### config.mk
export PLATFORM = sky130hd
export DESIGN_NAME = line_err_counters
export DESIGN_NICKNAME = d
export VERILOG_FILES = /design/src/rtl/line_err_pkg.sv /design/src/rtl/err_qualify.sv /design/src/rtl/sat_counter.sv /design/src/rtl/err_irq.sv /design/src/rtl/line_err_counters.sv
export SDC_FILE = /design/constraint.sdc
export NUM_CORES = 1
export LEC_CHECK = 0
export BUFFER_PORTS_ARGS = -buffer_cell sky130_fd_sc_hd__buf_2
export CAP_MARGIN = 40
export CORE_MARGIN = 8
export CORE_UTILIZATION = 30
export DETAILED_ROUTE_END_ITERATION = 7
export PLACE_DENSITY = 0.45
export SLEW_MARGIN = 10
export SYNTH_ARGS = -nofsm -noshare
export SYNTH_HDL_FRONTEND = slang
export SYNTH_SLANG_ARGS = --single-unit
### constraint.sdc
create_clock -name clk -period 1.8 [get_ports clk]
set_input_delay 0.36 -clock clk [delete_from_list [all_inputs] [get_ports clk]]
set_output_delay 0.36 -clock clk [all_outputs]
set_load 0.005 [all_outputs]
### src/rtl/line_err_pkg.sv
// Package: shared constants and the control register layout for the
// line error counter bank. Assumes three counters in a fixed index order.
package line_err_pkg;
    localparam int NUM_CNT   = 3;
    localparam int IDX_BPV   = 0;
    localparam int IDX_CRC   = 1;
    localparam int IDX_FAS   = 2;
    localparam int CTRL_W    = 3;
    localparam int ADDR_CTRL = 4;
    localparam int ADDR_STAT = 5;

    // Control register fields, bit 0 at the bottom.
    typedef struct packed {
        logic irq_en;      // bit 2
        logic subst_excl;  // bit 1
        logic crc_en;      // bit 0
    } ctrl_t;
endpackage

### src/rtl/err_qualify.sv
// err_qualify: applies the counting rules to raw error strobes.
// Assumes strobes are single-cycle and the control bits are registered.
module err_qualify
    import line_err_pkg::*;
(
    input  logic               clk,
    input  logic               rst_n,
    input  logic               bpv_stb,
    input  logic               bpv_in_subst,
    input  logic               crc_err_stb,
    input  logic               fas_err_stb,
    input  logic               resync_active,
    input  ctrl_t              ctrl,
    output logic [NUM_CNT-1:0] inc_o
);

    // Per-counter gating: violations ignore resync, the others do not.
    always_comb begin
        inc_o          = '0;
        inc_o[IDX_BPV] = bpv_stb && !(ctrl.subst_excl && bpv_in_subst);
        inc_o[IDX_CRC] = crc_err_stb && ctrl.crc_en && !resync_active;
        inc_o[IDX_FAS] = fas_err_stb && !resync_active;
    end

    AST_CRC_GATED: assert property (@(posedge clk) disable iff (!rst_n)
        !ctrl.crc_en |-> !inc_o[IDX_CRC]);
    AST_SUBST_DROP: assert property (@(posedge clk) disable iff (!rst_n)
        (ctrl.subst_excl && bpv_in_subst) |-> !inc_o[IDX_BPV]);
    AST_RESYNC_HOLD: assert property (@(posedge clk) disable iff (!rst_n)
        resync_active |-> !(inc_o[IDX_CRC] || inc_o[IDX_FAS]));
endmodule

### src/rtl/sat_counter.sv
// sat_counter: one saturating up-counter with a software load port.
// A load wins over an increment in the same cycle. sat_evt_o flags an
// increment request that arrives while the count is at full scale.
module sat_counter #(
    parameter int W = 8
) (
    input  logic         clk,
    input  logic         rst_n,
    input  logic         inc,
    input  logic         wr_en,
    input  logic [W-1:0] wr_data,
    output logic [W-1:0] cnt_o,
    output logic         sat_evt_o
);
    localparam logic [W-1:0] FULL = {W{1'b1}};

    logic [W-1:0] cnt_q;
    logic         at_full;

    assign at_full   = (cnt_q == FULL);
    // Saturation event: a counted error that has no room left.
    assign sat_evt_o = inc && !wr_en && at_full;
    assign cnt_o     = cnt_q;

    // Count register: reset, load, or step toward full scale.
    always_ff @(posedge clk) begin
        if (!rst_n)
            cnt_q <= '0;
        else if (wr_en)
            cnt_q <= wr_data;
        else if (inc && !at_full)
            cnt_q <= cnt_q + 1'b1;
    end

    AST_STEP_ONE: assert property (@(posedge clk) disable iff (!rst_n)
        (inc && !wr_en && cnt_q != FULL) |=> cnt_q == $past(cnt_q) + 1'b1);
    AST_NO_WRAP: assert property (@(posedge clk) disable iff (!rst_n)
        (cnt_q == FULL && !wr_en) |=> cnt_q == FULL);
    AST_LOAD_WINS: assert property (@(posedge clk) disable iff (!rst_n)
        wr_en |=> cnt_q == $past(wr_data));
endmodule

### src/rtl/err_irq.sv
// err_irq: turns saturation events into a registered one-cycle interrupt
// and per-counter sticky status bits, cleared by writing ones.
// Assumes sat_evt is already suppressed when a load hits the counter.
module err_irq #(
    parameter int N = 3
) (
    input  logic         clk,
    input  logic         rst_n,
    input  logic [N-1:0] sat_evt,
    input  logic         irq_en,
    input  logic         clr_en,
    input  logic [N-1:0] clr_mask,
    output logic         irq_o,
    output logic [N-1:0] status_o
);
    logic [N-1:0] status_q;
    logic         irq_q;
    logic [N-1:0] clr_bits;

    assign clr_bits = clr_en ? clr_mask : '0;

    // Interrupt pulse: one cycle per cycle holding any saturated error.
    always_ff @(posedge clk) begin
        if (!rst_n) irq_q <= 1'b0;
        else        irq_q <= (|sat_evt) && irq_en;
    end

    // Sticky status: new events win over a same-cycle clear.
    always_ff @(posedge clk) begin
        if (!rst_n) status_q <= '0;
        else        status_q <= (status_q & ~clr_bits) | sat_evt;
    end

    assign irq_o    = irq_q;
    assign status_o = status_q;

    AST_IRQ_CAUSE: assert property (@(posedge clk) disable iff (!rst_n)
        irq_o |-> $past(|sat_evt) && $past(irq_en));
    AST_STATUS_SET: assert property (@(posedge clk) disable iff (!rst_n)
        (|sat_evt) |=> ((status_o & $past(sat_evt)) == $past(sat_evt)));
    AST_IRQ_MASKED: assert property (@(posedge clk) disable iff (!rst_n)
        !irq_en |=> !irq_o);
endmodule

### src/rtl/line_err_counters.sv
// line_err_counters: top of the error counter bank. Holds the control
// register, decodes the register port, instantiates one saturating counter
// per error class, and feeds saturation events to the interrupt logic.
// Assumes a single-master register port with combinational read data.
module line_err_counters
    import line_err_pkg::*;
#(
    parameter int CNT_W  = 8,
    parameter int ADDR_W = 3
) (
    input  logic              clk,
    input  logic              rst_n,
    input  logic              bpv_stb,
    input  logic              bpv_in_subst,
    input  logic              crc_err_stb,
    input  logic              fas_err_stb,
    input  logic              resync_active,
    input  logic              reg_wr,
    input  logic [ADDR_W-1:0] reg_addr,
    input  logic [CNT_W-1:0]  reg_wdata,
    output logic [CNT_W-1:0]  reg_rdata,
    output logic              irq_pulse
);
    localparam logic [ADDR_W-1:0] A_CTRL = ADDR_W'(ADDR_CTRL);
    localparam logic [ADDR_W-1:0] A_STAT = ADDR_W'(ADDR_STAT);

    ctrl_t              ctrl_q;
    logic [NUM_CNT-1:0] inc;
    logic [NUM_CNT-1:0] cnt_wr;
    logic [NUM_CNT-1:0] sat_evt;
    logic [NUM_CNT-1:0] status;
    logic [CNT_W-1:0]   cnt_a [NUM_CNT];
    logic               ctrl_wr;
    logic               stat_wr;

    assign ctrl_wr = reg_wr && (reg_addr == A_CTRL);
    assign stat_wr = reg_wr && (reg_addr == A_STAT);

    // Control register: software-set counting and interrupt options.
    always_ff @(posedge clk) begin
        if (!rst_n)       ctrl_q <= '0;
        else if (ctrl_wr) ctrl_q <= ctrl_t'(reg_wdata[CTRL_W-1:0]);
    end

    err_qualify u_qual (
        .clk          (clk),
        .rst_n        (rst_n),
        .bpv_stb      (bpv_stb),
        .bpv_in_subst (bpv_in_subst),
        .crc_err_stb  (crc_err_stb),
        .fas_err_stb  (fas_err_stb),
        .resync_active(resync_active),
        .ctrl         (ctrl_q),
        .inc_o        (inc)
    );

    for (genvar g = 0; g < NUM_CNT; g++) begin : g_cnt
        assign cnt_wr[g] = reg_wr && (reg_addr == ADDR_W'(g));
        sat_counter #(.W(CNT_W)) u_cnt (
            .clk      (clk),
            .rst_n    (rst_n),
            .inc      (inc[g]),
            .wr_en    (cnt_wr[g]),
            .wr_data  (reg_wdata),
            .cnt_o    (cnt_a[g]),
            .sat_evt_o(sat_evt[g])
        );
    end

    err_irq #(.N(NUM_CNT)) u_irq (
        .clk     (clk),
        .rst_n   (rst_n),
        .sat_evt (sat_evt),
        .irq_en  (ctrl_q.irq_en),
        .clr_en  (stat_wr),
        .clr_mask(reg_wdata[NUM_CNT-1:0]),
        .irq_o   (irq_pulse),
        .status_o(status)
    );

    // Read mux: counters, control, status; all else reads zero.
    always_comb begin
        reg_rdata = '0;
        for (int i = 0; i < NUM_CNT; i++)
            if (reg_addr == ADDR_W'(i)) reg_rdata = cnt_a[i];
        if (reg_addr == A_CTRL) reg_rdata[CTRL_W-1:0]  = ctrl_q;
        if (reg_addr == A_STAT) reg_rdata[NUM_CNT-1:0] = status;
    end

    AST_RESET_IDLE: assert property (@(posedge clk)
        !rst_n |=> !irq_pulse && ctrl_q == '0 && status == '0);
    AST_CTRL_LOAD: assert property (@(posedge clk) disable iff (!rst_n)
        ctrl_wr |=> ctrl_q == $past(reg_wdata[CTRL_W-1:0]));
endmodule

Word level (Yosys, flattened, before mapping):

Index checks and enable logic that the tools add are counted.

* register bits: 31
* input port bits: 19
* output and inout bits: 9
* logic and storage cells: 66

* $add $sub $neg: 3
* equal/unequal tests: 7
* multiplexer cells: 12
* bitwise operators: 3
* reductions and logical operators: 33

Operators by type and width (number)
* 8-bit two-way mux: 9
* 8-bit by 1-bit adder with 8-bit output, second input constant: 3
* 8-bit == test, second input constant: 3
* 1-bit logical AND: 20
* 3-bit two-way mux: 3
* 1-bit logical NOT: 8
* 3-bit == test, second input constant: 2
* 2-bit nonzero test: 3
* 3-bit AND: 1
* 3-bit by 1-bit == test with 1-bit output, second input constant: 1
* 3-bit by 2-bit == test with 1-bit output, second input constant: 1
* 3-bit logical NOT: 1
* 3-bit NOT: 1
* 3-bit bitwise OR: 1
* 3-bit OR reduction: 1

Depth between registers and ports, before layout:

Gate-level depths: netlist of the first run.

* depth in word-level cells: 7
* gate-level depth with buffers: 6
* depth with buffers taken out: 5

Modules after synthesis:

Synthesis of the first run repeated with hierarchy kept, for this count alone.

* cells, all modules: 240
* area, all modules: 1998.2 µm²

By module, submodules not included
* sat_counter: times used 3, cells an instance 57, area an instance 473.0 µm², sequential area each 160.2 µm²
* line_err_counters: times used 1, cells an instance 52, area an instance 421.7 µm², sequential area each 60.1 µm²
* err_irq: times used 1, cells an instance 14, area an instance 135.1 µm², sequential area each 80.1 µm²
* err_qualify: times used 1, cells an instance 3, area an instance 22.5 µm², sequential area each 0.0 µm²

Worst setup path after synthesis of the first run:

OpenSTA, ideal clock, no wires.

* kind: input port to flip-flop
* start: input port reg_addr[1]
* end: register u_irq.irq_q, in the netlist u_irq.irq_o
* library setup time: 122 ps
* arrival: 1459 ps
* data required time: 1678 ps
* slack: 220 ps
* cell stages on the path: 4
* path buffers: 1
* cells stage by stage: buf_4 > or4b_4 > and3_1 > o311a_1

* word-level cells in the longest chain between the ends: 7
* elaborated cells on any way between the ends: 17
* those cells by class: eq/ne (2); reduce/logical (15)

Ends and longest elaborated chain
* start, declared: RTL line line_err_counters.sv:19 `input logic [ADDR_W-1:0] reg_addr,`
* 3-bit by 1-bit == test with 1-bit output, or another cell as far along: RTL line line_err_counters.sv:58 `assign cnt_wr[g] = reg_wr && (reg_addr == ADDR_W'(g));`
* 1-bit logical AND: RTL line line_err_counters.sv:58
* 1-bit logical NOT: RTL line sat_counter.sv:22 `assign sat_evt_o = inc && !wr_en && at_full;`
* 1-bit logical AND (2 in series): RTL line sat_counter.sv:22
* 3-bit OR reduction *: RTL line err_irq.sv:25 `else irq_q <= (|sat_evt) && irq_en;`
* 1-bit logical AND *: RTL line err_irq.sv:25
* end signal, assigned: RTL line err_irq.sv:25
* end, declared: RTL line err_irq.sv:17 `logic irq_q;`

Every way passes the cells marked *; elsewhere a longest branch is shown, timed or not.
A chain may end at the register's enable or synchronous reset.

Final worst setup path of the first run:

* start: register g_cnt[0].u_cnt.cnt_q[0]
* end: register u_irq.irq_q, in the netlist u_irq.irq_o

* word-level cells in the longest chain between the ends: 4

Ends and longest elaborated chain
* start, declared: RTL line sat_counter.sv:17 `logic [W-1:0] cnt_q;`
* start signal, assigned: RTL line sat_counter.sv:30 `cnt_q <= wr_data;`
* start signal, assigned: RTL line sat_counter.sv:32 `cnt_q <= cnt_q + 1'b1;`
* 8-bit == test: RTL line sat_counter.sv:20 `assign at_full = (cnt_q == FULL);`
* 1-bit logical AND: RTL line sat_counter.sv:22
* 3-bit OR reduction: RTL line err_irq.sv:25
* 1-bit logical AND: RTL line err_irq.sv:25

Every way passes these cells.

==> metrics.md, run 1 <==
| Metric | Value |
|---|---|
| Status | `finished clean` |
| Yosys warnings | `0` |
| Area grow syn2layout | `22.67%` |
| Die H | `97.72 µm` |
| Most frequent CP cell | `and2_1` |
| # rows | `29` |
| Seq cells post-synth | `31` |
| FFs w/ async S/R, synth | `0%` |
| Critical setup path kind | `flop to flop` |
| DIE AREA | `0.009548 mm²` |
| Gpl congestion | `0.8321` |
| Critical path's slowest cell | `dfxtp_1` |
| Post-route cell area | `0.002457 mm²` |
| Critical Path Sink Type | `flop` |
| CTS tree | `built` |
| Leak pwr | `0.9349 nW` |
| Final Core Density | `38.26%` |
| Total congestion overflow | `0` |
| TNS Setup | `0 ns` |
| DRC Markers | `0` |
| Sequential group share of total power | `between 40% and 50%` |
| Min Tclk post-route | `1.632 ns` |
| Post-synthesis compound-gate area fraction | `23.05%` |
| Wirelength, routed | `around 6300 µm` |
| Vias/cell | `~5.5` |
| Root Driver | `clkbuf_8` |
| Clock transition at path regs | `0.07 ns` |
| Worst Setup Start Kind | `flop` |
| Area of the multi-input gates | `0.001306 mm²` |
| Inserted Diodes | `0` |
| Die X | `97.72 µm` |
| Crit-path cells | `ha_1 -> and2_1 -> and2_1 -> and3_1 -> o311a_1` |
| Skew-Pair Late Insertion Delay | `approximately 0.28 ns` |
| WP data required | `1.97 ns` |
| Mean post-synth cell area | `7.918 µm²` |
| Syn Inst Count | `approximately 250` |
| IO buf count | `27` |
| Drt first pass iters | `4` |
| Switch Pwr | `0.4327 mW` |
| Peak supply drop | `between 0.3 and 0.4 mV` |
| Fmax | `612.9 MHz` |
| Iteration-0 DRC Markers | `110` |
| Initial Utilization | `31.19%` |
| RSZ-0062 raised after global routing | `false` |
| Synth Area in Adders | `1.874%` |
| Area share of xor/xnor cells in the synthesized design | `2.186%` |
| Reg area | `620.6 µm²` |
| Max-slew headroom | `about 66%` |
| Fin. Hold Viols | `0` |
| First-pass GRT wire length | `10,520 µm` |
| Post-DP HPWL | `4963 µm` |
| Syn Std Cell Area | `0.002003 mm²` |
| GR Util All Layers | `13.69%` |
| Hold_buf cts | `0` |
| Worst EP arrival | `1.80 ns` |
| Synth Flop Type | `dfxtp_1` |
| Setup Viol. Count Final | `0` |
| Simple-Gate Fraction of Synth Area | `between 20% and 30%` |
| Htree depth | `2` |
| Mapped Nets | `275` |
| Slew Viols, Final | `0` |
| Clock Sinks | `31` |
| Initial antenna violation count | `0` |
| Post-cts resize count | `0` |
| Deepest clock path buffer count | `2` |
| NumNets Final | `316` |
| Unique masters post-synth | `45` |
| Filler cells | `a little under 700` |
| Internal power | `1.262 mW` |
| Dpl cell area | `0.002340 mm²` |
| Core box area | `around 0.0064 mm²` |
| Clock power frac | `42.6%` |
| Pwr/cell area | `689.5 mW/mm²` |
| Worst-Margin Slew | `0.5046 ns` |
| Setup bufs post-CTS | `0` |
| Sw Ratio | `25.53%` |
| CP peak stage delay | `0.38 ns` |
| Final period util | `about nine tenths` |
| CTS buffer count | `5` |
| Number of flops mapped to enable cells by yosys | `0` |
| Crit-path max FO | `5` |
| Share of post-route cells with drive strength above 1 | `21.02%` |
| Vias in the first global route | `2,020` |
| Num ports | `28` |
| Vias | `2,064` |
| Main combinational cell family by area after synthesis | `simple AND/OR/NAND/NOR gates` |
| Clock Skew | `~0.0056 ns` |
| Min-delay worst type | `input port to flop` |
| Comb power frac | `between 10% and 20%` |
| Drt wl/cell | `between 15 and 20 µm` |
| Antenna viol nets, final | `0` |
| Largest net degree at the start of global routing | `22` |
| Max_cap viols | `0` |
| Proportion of synthesized area in mux cells | `8.495%` |
| Post-synthesis sequential area ratio | `between 30 and 40%` |
## registers in the layout (all words and copies together) (netlist names)
signal             count
u_irq.irq_o            1
g_cnt.u_cnt.cnt_o     24
ctrl_q                 3
u_irq.status_o         3
## through the flow
step / power [mW] / setup slack [ns] / cells / hold WS, ns
finish: 1.694 / 0.1684 / 372 / 0.3640
detailed placement: 0.9899 / 0.04764 / 364 / 0.4723
global route: 1.777 / 0.02088 / 372 / 0.3965
global placement: 0.9915 / 0.04330 / 364 / 0.4750
CTS: 1.720 / 0.1377 / 372 / 0.3533
floorplan: 0.8820 / 0.2198 / 253 / 0.4393
## cells in the final DEF, fill, tap and decap left out, types with 5 or more instances in the layout
cell type	count
dfxtp_1	31
buf_2	27
nor2_1	26
o21ai_0	25
a21oi_1	22
buf_4	21
mux2i_1	17
nand2_1	15
nor3_1	12
nand3_1	8
nand4_1	6
and4_1	6
a211oi_1	6
clkbuf_8	6
nor2b_1	5
a31oi_1	5
## power groups by stage
stage | clock network, mW | registers [mW] | logic [mW]
2_1_floorplan | 0 | 0.752 | 0.130
3_3_place_gp | 0 | 0.769 | 0.222
3_5_place_dp | 0 | 0.768 | 0.222
4_1_cts | 0.745 | 0.752 | 0.223
5_1_grt | 0.772 | 0.758 | 0.248
6_report | 0.721 | 0.753 | 0.220
## critical path: cells and delay by family, from the launching register on
| kind | cells | cell delay [ns] |
|---|---|---|
| AO/OA/AOI/OAI | 1 | 0.29 |
| AND/OR/NAND/NOR | 3 | 0.58 |
| adder cells (fa/ha/maj) | 1 | 0.26 |
| flip-flops | 1 | 0.38 |
## per-layer routing
metal / routed length [µm] / up-vias / GRT usage [%]
met5: 0 / - / 0
met1: 3103 / 958 / 18.02
li1: - / 1036 / -
met4: 114 / 0 / 5.276
met2: 2754 / 62 / 20.66
met3: 350 / 8 / 3.653
## final timing paths
check                                        startpoint                 endpoint  slack, ns  cells after the start
worst max-delay path            g_cnt[0].u_cnt.cnt_o[0]              u_irq.irq_o       0.17                      5
worst min register to register                ctrl_q[2]              u_irq.irq_o       0.49                      1
worst min-delay path                       reg_wdata[7]  g_cnt[0].u_cnt.cnt_o[7]       0.36                      3
worst max register to register  g_cnt[0].u_cnt.cnt_o[0]              u_irq.irq_o       0.17                      5
## cell type report
type                    count  area share (%)
flip-flops and latches     31           25.25
repair buffers             49           12.73
inverters                   1          0.1527
clock inverters             2           1.426
well taps                  77           3.921
clock buffers               6           3.360
multi-input cells         206           53.16
## synthesized netlist by cell type (3+ instances only)
library cell | n | share of area (%)
nand2_1 | 15 | 2.8
and3_1 | 4 | 1.2
o21a_1 | 3 | 1.1
nand4_1 | 6 | 1.9
clkbuf_1 | 9 | 1.7
and2_1 | 3 | 0.94
a21boi_0 | 4 | 1.5
ha_1 | 3 | 1.9
nor3_1 | 12 | 3.0
o31ai_1 | 4 | 1.5
a311oi_1 | 4 | 1.7
nor2_1 | 26 | 4.9
a31oi_1 | 5 | 1.6
o21ai_0 | 25 | 6.2
nand3_1 | 8 | 2.0
nor4_1 | 4 | 1.2
mux2i_1 | 17 | 8.5
dfxtp_1 | 31 | 31
a21oi_1 | 22 | 5.5
xor2_1 | 3 | 1.3
a211oi_1 | 6 | 2.2
and4_1 | 6 | 2.6
nor2b_1 | 5 | 1.6
## cell families after synthesis
kind of cell / after synthesis
DFF: 31
and+or+nand+nor: 105
adders and majority gates: 3
muxes: 17
buffers and inverters: 16
AOI/OAI and AO/OA: 76
xor gates and xnor gates: 5
Note: power is estimated with default switching activity, not from simulation.
==> run 2: changes to the inputs <==
--- a/config.mk
+++ b/config.mk
@@ -5,11 +5,12 @@
 export SDC_FILE = /design/constraint.sdc
 export NUM_CORES = 1
 export LEC_CHECK = 0
+export ABC_AREA = 1
 export BUFFER_PORTS_ARGS = -buffer_cell sky130_fd_sc_hd__buf_2
 export CAP_MARGIN = 40
-export CORE_MARGIN = 8
 export CORE_UTILIZATION = 30
 export DETAILED_ROUTE_END_ITERATION = 7
+export HOLD_SLACK_MARGIN = 0.1
 export PLACE_DENSITY = 0.45
 export SLEW_MARGIN = 10
 export SYNTH_ARGS = -nofsm -noshare
==> metrics.md, run 2 <==
| Metric | Value |
|---|---|
| Post-synthesis sequential area ratio | `28.72%` |
| Clock transition at path regs | `0.07 ns` |
| Critical path's slowest cell | `nand2_2` |
| Core box area | `roughly 0.0069 mm²` |
| Max-slew headroom | `64.89%` |
| Drt first pass iters | `4` |
| Inserted Diodes | `0` |
| Vias in the first global route | `2,092` |
| Mapped Nets | `roughly 390` |
| Area leader, netlist | `dfxtp_1` |
| Deepest clock path buffer count | `2` |
| CTS buffer count | `5` |
| Critical Path Sink Type | `output port` |
| Most frequent cells in the layout | `105 x nand2_1, 49 x nor2_1, 46 x inv_1` |
| CP peak stage delay | `0.16 ns` |
| Clock Sinks | `31` |
| Sequential group share of total power | `~44%` |
| Seq cells post-synth | `31` |
| Comb power frac | `14.0%` |
| Die H | `86.87 µm` |
| Sw Ratio | `27.37%` |
| Antenna viol nets, final | `0` |
| DIE AREA | `0.007546 mm²` |
| Final WS setup | `0.09785 ns` |
| Syn Inst Count | `approximately 370` |
| Critical setup path kind | `input port to output port` |
| Design Power | `1.723 mW` |
| Total congestion overflow | `0` |
| Cell family with most CP delay | `buffers and inverters` |
| Gpl congestion | `about 0.84` |
| TNS Setup | `0 ns` |
| Hold_buf cts | `0` |
| CTS tree | `built` |
| Fmax | `587.5 MHz` |
| Max_cap viols | `0` |
| Initial Utilization | `31.46%` |
| First-pass GRT wire length | `11,160 µm` |
| Post-route cell area | `0.002564 mm²` |
| RSZ-0062 raised after global routing | `false` |
| Synth Flop Type | `dfxtp_1` |
| GR Util All Layers | `19.76%` |
| Vias/cell | `4.705` |
| Dpl cell area | `0.002442 mm²` |
| Status | `finished clean` |
| Max FFs per register | `24` |
| Min Hold Slack | `0.3648 ns` |
| Die X | `86.87 µm` |
| Mean post-synth cell area | `roughly 6 µm²` |
| Drt wl/cell | `14.12 µm` |
| Num ports | `28` |
| Worst EP arrival | `1.34 ns` |
| Skew-Pair Late Insertion Delay | `0.28 ns` |
| Syn Std Cell Area | `0.002161 mm²` |
| Area grow syn2layout | `18.65%` |
| WP data required | `1.44 ns` |
| Internal power | `1.251 mW` |
| Top-count cell post-synth | `nand2_1` |
| Pre-CTS WS | `0.06966 ns` |
| Iteration-0 DRC Markers | `143` |
| FFs w/ async S/R, synth | `0%` |
| Pwr/cell area | `around 670 mW/mm²` |
| Placed Cells incl. Taps | `494` |
| Slew Viols, Final | `0` |
| Initial antenna violation count | `0` |
| Min Tclk post-route | `1.702 ns` |
| IO buf count | `27` |
| Setup Viol. Count Final | `0` |
| Number of flops mapped to enable cells by yosys | `0` |
| Root Driver | `clkbuf_8` |
| Share of the synthesized area in the top cell type | `28.72%` |
| Worst-Margin Slew | `0.5260 ns` |
| # rows | `30` |
| Crit-path cells | `buf_2 -> inv_1 -> nand2_2 -> inv_2 -> nand2_1 -> nand2_1 -> a21oi_1 -> nand3_1 -> buf_2` |
| Fin. Hold Viols | `0` |
| Share of post-route cells with drive strength above 1 | `about 14%` |
| Final Core Density | `37.32%` |
| Peak supply drop | `~0.3 mV` |
| Buffers & Inverters on Critical Path | `4` |
| Unique masters post-synth | `28` |
| Switch Pwr | `0.4716 mW` |
| Leak pwr | `1.198 nW` |
| Clock power frac | `~42%` |
| Vias | `2,362` |
| NumNets Final | `approximately 430` |
| Synth top area cells | `dfxtp_1 29%, nand2_1 18%, nand3_1 10%, nor2_1 8.5%, inv_1 8.0%` |
| DRC Markers | `0` |
| Final period util | `a little over nine tenths` |
| Post-Layout Cell Count | `between 500 and 600` |
| Wirelength, routed | `7090 µm` |
| Htree depth | `2` |
| Clock Skew | `0.003529 ns` |
| Largest net degree at the start of global routing | `17` |
| Post-DP HPWL | `5483 µm` |
| Yosys warnings | `0` |
| Worst Setup Start Kind | `input port` |
| Crit-path max FO | `7` |
| Most instantiated cells after synthesis | `106 x nand2_1, 49 x nor2_1, 46 x inv_1` |
| Commonest non-fill, non-tap cell in the layout | `nand2_1` |
| Min-delay worst type | `input port to flop` |
## run 2: cell count changes after synthesis, moves of 6 or more
cell,change
nand2_1,+91
inv_1,+45
nand3_1,+36
nor2_1,+23
mux2i_1,-17
a211oi_1,-6
and4_1,-6
clkbuf_1,-6
nor3_1,-6
## run 2: worst paths after layout
check / startpoint / endpoint / slack (ns) / depth (start not counted)
setup / recovery: reg_addr[2] / reg_rdata[2] / 0.1 / 9
hold / removal: reg_wdata[1] / ctrl_q[1] / 0.36 / 3
setup reg to reg: g_cnt[0].u_cnt.cnt_o[1] / g_cnt[0].u_cnt.cnt_o[1] / 0.18 / 8
hold reg to reg: u_irq.status_o[0] / u_irq.status_o[0] / 0.48 / 2
## run 2: repair_timing
item,in CTS,in global routing
setup endpoints to repair,0,4
endpoints found under the hold margin,0,0
setup buffers,0,0
resized for setup,0,2
## run 2: cell type report
class / count / area (µm²)
Inverter: 48 / 180.2
Clock inverter: 2 / 35.03
Sequential cell: 31 / 621.8
Multi-Input combinational cell: 282 / 1314
Clock buffer: 6 / 82.58
Timing Repair Buffer: 37 / 210.2
Fill cell: 803 / 4305
Tap cell: 96 / 120.1
## run 2: layer usage
metal | global-route usage (%) | part of all wire (%) | vias to the layer above
met5 | 0 | 0 | -
met4 | 5.152 | 0.83 | 0
met3 | 3.223 | 4.1 | 6
met2 | 31.42 | 44 | 43
met1 | 27.65 | 51 | 1052
li1 | - | - | 1261
## run 2: power groups by stage
stage / sequential (mW) / clock (mW) / combinational, mW
finish: 0.752 / 0.730 / 0.241
global route: 0.756 / 0.779 / 0.276
CTS: 0.751 / 0.752 / 0.241
detailed placement: 0.767 / 0 / 0.240
global placement: 0.768 / 0 / 0.242
floorplan: 0.754 / 0 / 0.154
## run 2: worst reg2reg max path: cells and delay by family, from the launching register on
family / cells / cell delay [ns]
simple gates: 6 / 0.68
flops: 1 / 0.43
fa+ha+maj: 1 / 0.22
compound gates: 1 / 0.17
## run 2: cell families after synthesis
kind of cell,count (synthesis),synth area share [%]
compound gates,54,13.49
xor+xnor,4,1.622
fa+ha+maj,3,1.737
buf+inv,56,10.60
flops,31,28.72
simple gates,221,43.83
==> run 3: changes to the inputs <==
--- a/config.mk
+++ b/config.mk
@@ -12,6 +12,7 @@
 export DETAILED_ROUTE_END_ITERATION = 7
 export HOLD_SLACK_MARGIN = 0.1
 export PLACE_DENSITY = 0.45
+export RECOVER_POWER = 100
 export SLEW_MARGIN = 10
 export SYNTH_ARGS = -nofsm -noshare
 export SYNTH_HDL_FRONTEND = slang
==> metrics.md, run 3 (synthesis gave the netlist of run 2 again) <==
| Metric | Value |
|---|---|
| Vias in the first global route | `about 2,100` |
| Status | `finished clean` |
| Min Tclk post-route | `approximately 1.7 ns` |
| Worst Setup Start Kind | `input port` |
| WHS Endpoint | `ctrl_q[1]` |
| Area of the multi-input gates | `between 0.001 and 0.0015 mm²` |
| Reg-to-Reg Start | `g_cnt[0].u_cnt.cnt_o[1]` |
| Capturing point of the worst reg2reg path | `g_cnt[0].u_cnt.cnt_o[1]` |
| Share of post-route cells with drive strength above 1 | `roughly 13%` |
| Fmax | `~600 MHz` |
| Core box area | `between 0.006 and 0.007 mm²` |
| # rows | `30` |
| Die H | `86.87 µm` |
| Clock transition at path regs | `0.07 ns` |
| Clock Sinks | `31` |
| Hold depth | `3` |
| RSZ-0062 raised after global routing | `false` |
| Iteration-0 DRC Markers | `131` |
| Setup Viol. Count Final | `0` |
| Worst EP arrival | `1.34 ns` |
| Most frequent cells in the layout | `105 x nand2_1, 49 x nor2_1, 46 x inv_1` |
| Drt wl/cell | `14.14 µm` |
| Worst-Margin Slew | `0.5331 ns` |
| Vias/cell | `4.711` |
| Htree depth | `2` |
| NumNets Final | `427` |
| Area grow syn2layout | `18.30%` |
| CTS buffer count | `5` |
| Final period util | `between 90% and 100%` |
| Worst hold start | `reg_wdata[1]` |
| Inserted Diodes | `0` |
| Total congestion overflow | `0` |
| DIE AREA | `~0.0075 mm²` |
| Crit-path max FO | `7` |
| Fin. Hold Viols | `0` |
| R2R cell count | `8` |
| Num ports | `28` |
| Skew-Pair Late Insertion Delay | `between 0.2 and 0.3 ns` |
| Min-delay worst type | `input port to flop` |
| Deepest clock path buffer count | `2` |
| Vias | `2,365` |
| Min Hold Slack | `0.3645 ns` |
| Critical setup path kind | `input port to output port` |
| Post-cts resize count | `0` |
| TNS Setup | `0 ns` |
| Peak supply drop | `about 0.3 mV` |
| Filler cells | `800` |
| Initial Utilization | `around a third` |
| Commonest non-fill, non-tap cell in the layout | `nand2_1` |
| Wirelength, routed | `7100 µm` |
| Setup bufs post-CTS | `0` |
| Initial antenna violation count | `0` |
| CTS tree | `built` |
| Largest net degree at the start of global routing | `17` |
| Max FFs per register | `24` |
| Die X | `86.87 µm` |
| Reg area | `between 600 and 700 µm²` |
| Gpl congestion | `0.8410` |
| Post-DP HPWL | `~5500 µm` |
| Critical Path Sink Type | `output port` |
| Antenna viol nets, final | `0` |
| Leak pwr | `1.172 nW` |
| Pwr/cell area | `673.4 mW/mm²` |
| GR Util All Layers | `19.76%` |
| WP data required | `1.44 ns` |
| IO buf count | `27` |
| Hold_buf cts | `0` |
| DRC Markers | `0` |
| Reg-to-reg setup timing slack | `0.19 ns` |
| Drt first pass iters | `4` |
| Max-slew headroom | `64.42%` |
| Max_cap viols | `0` |
| Clock Skew | `0.003357 ns` |
| Root Driver | `clkbuf_8` |
| Slew Viols, Final | `0` |
| First-pass GRT wire length | `11,160 µm` |
-- run 3: changes by cell type in the layout (fill, tap and decap cells not counted), sizes merged --
cell,change
buf,-7
clkbuf,+7
-- run 3: report_power, final --
| group | switching, mW | leakage (nW) | internal, mW |
|---|---|---|---|
| Combinational | 0.152 | 0.858 | 0.0882 |
| Sequential | 0.0376 | 0.253 | 0.714 |
| Clock | 0.281 | 0.0612 | 0.448 |
-- run 3: area by class of cell --
type / instances / area share [%]
Multi-Input combinational cell: 282 / 51.40
Sequential cell: 31 / 24.33
Timing Repair Buffer: 37 / 7.930
Inverter: 48 / 7.048
Tap cell: 96 / 4.699
Clock buffer: 6 / 3.231
Clock inverter: 2 / 1.371
-- run 3: layer usage --
layer	global-route usage, %	part of all wire [%]	up-vias
li1	-	-	1262
met1	27.65	49	1039
met2	31.42	45	58
met3	3.223	5.1	6
met4	5.152	0.83	0
met5	0	0	-
-- run 3: per-stage QoR --
stage                     area [µm²]  power (mW)  cells  setup slack, ns  utilization [%]
after floorplan                 2161      0.9083    369           0.4281                -
after global placement          2442       1.010    494           0.1022            35.56
after detailed placement        2442       1.006    494          0.06966            35.56
after CTS                       2560       1.744    502          0.09796            37.27
after global routing            2556       1.810    502         0.008552            37.21
final                           2556       1.721    502           0.1040            37.21
-- run 3: worst max path at each step --
| stage | start | endpoint | slack [ns] | cells past startpoint |
|---|---|---|---|---|
| after floorplan | reg_addr[2] | reg_rdata[0] | 0.43 | 4 |
| after global placement | reg_addr[2] | reg_rdata[1] | 0.10 | 9 |
| after detailed placement | reg_addr[0] | g_cnt[2].u_cnt.cnt_o[3] | 0.07 | 9 |
| after CTS | reg_addr[2] | reg_rdata[2] | 0.1 | 9 |
| after global routing | reg_addr[2] | reg_rdata[1] | 0.009 | 9 |
| final | reg_addr[2] | reg_rdata[1] | 0.10 | 9 |
-- run 3: critical path, cell delays in order --
cell     delay (ns)
buf_2          0.14
inv_1          0.09
nand2_2        0.16
inv_2          0.08
nand2_1        0.07
nand2_1        0.05
a21oi_1        0.14
nand3_1        0.09
buf_2          0.14
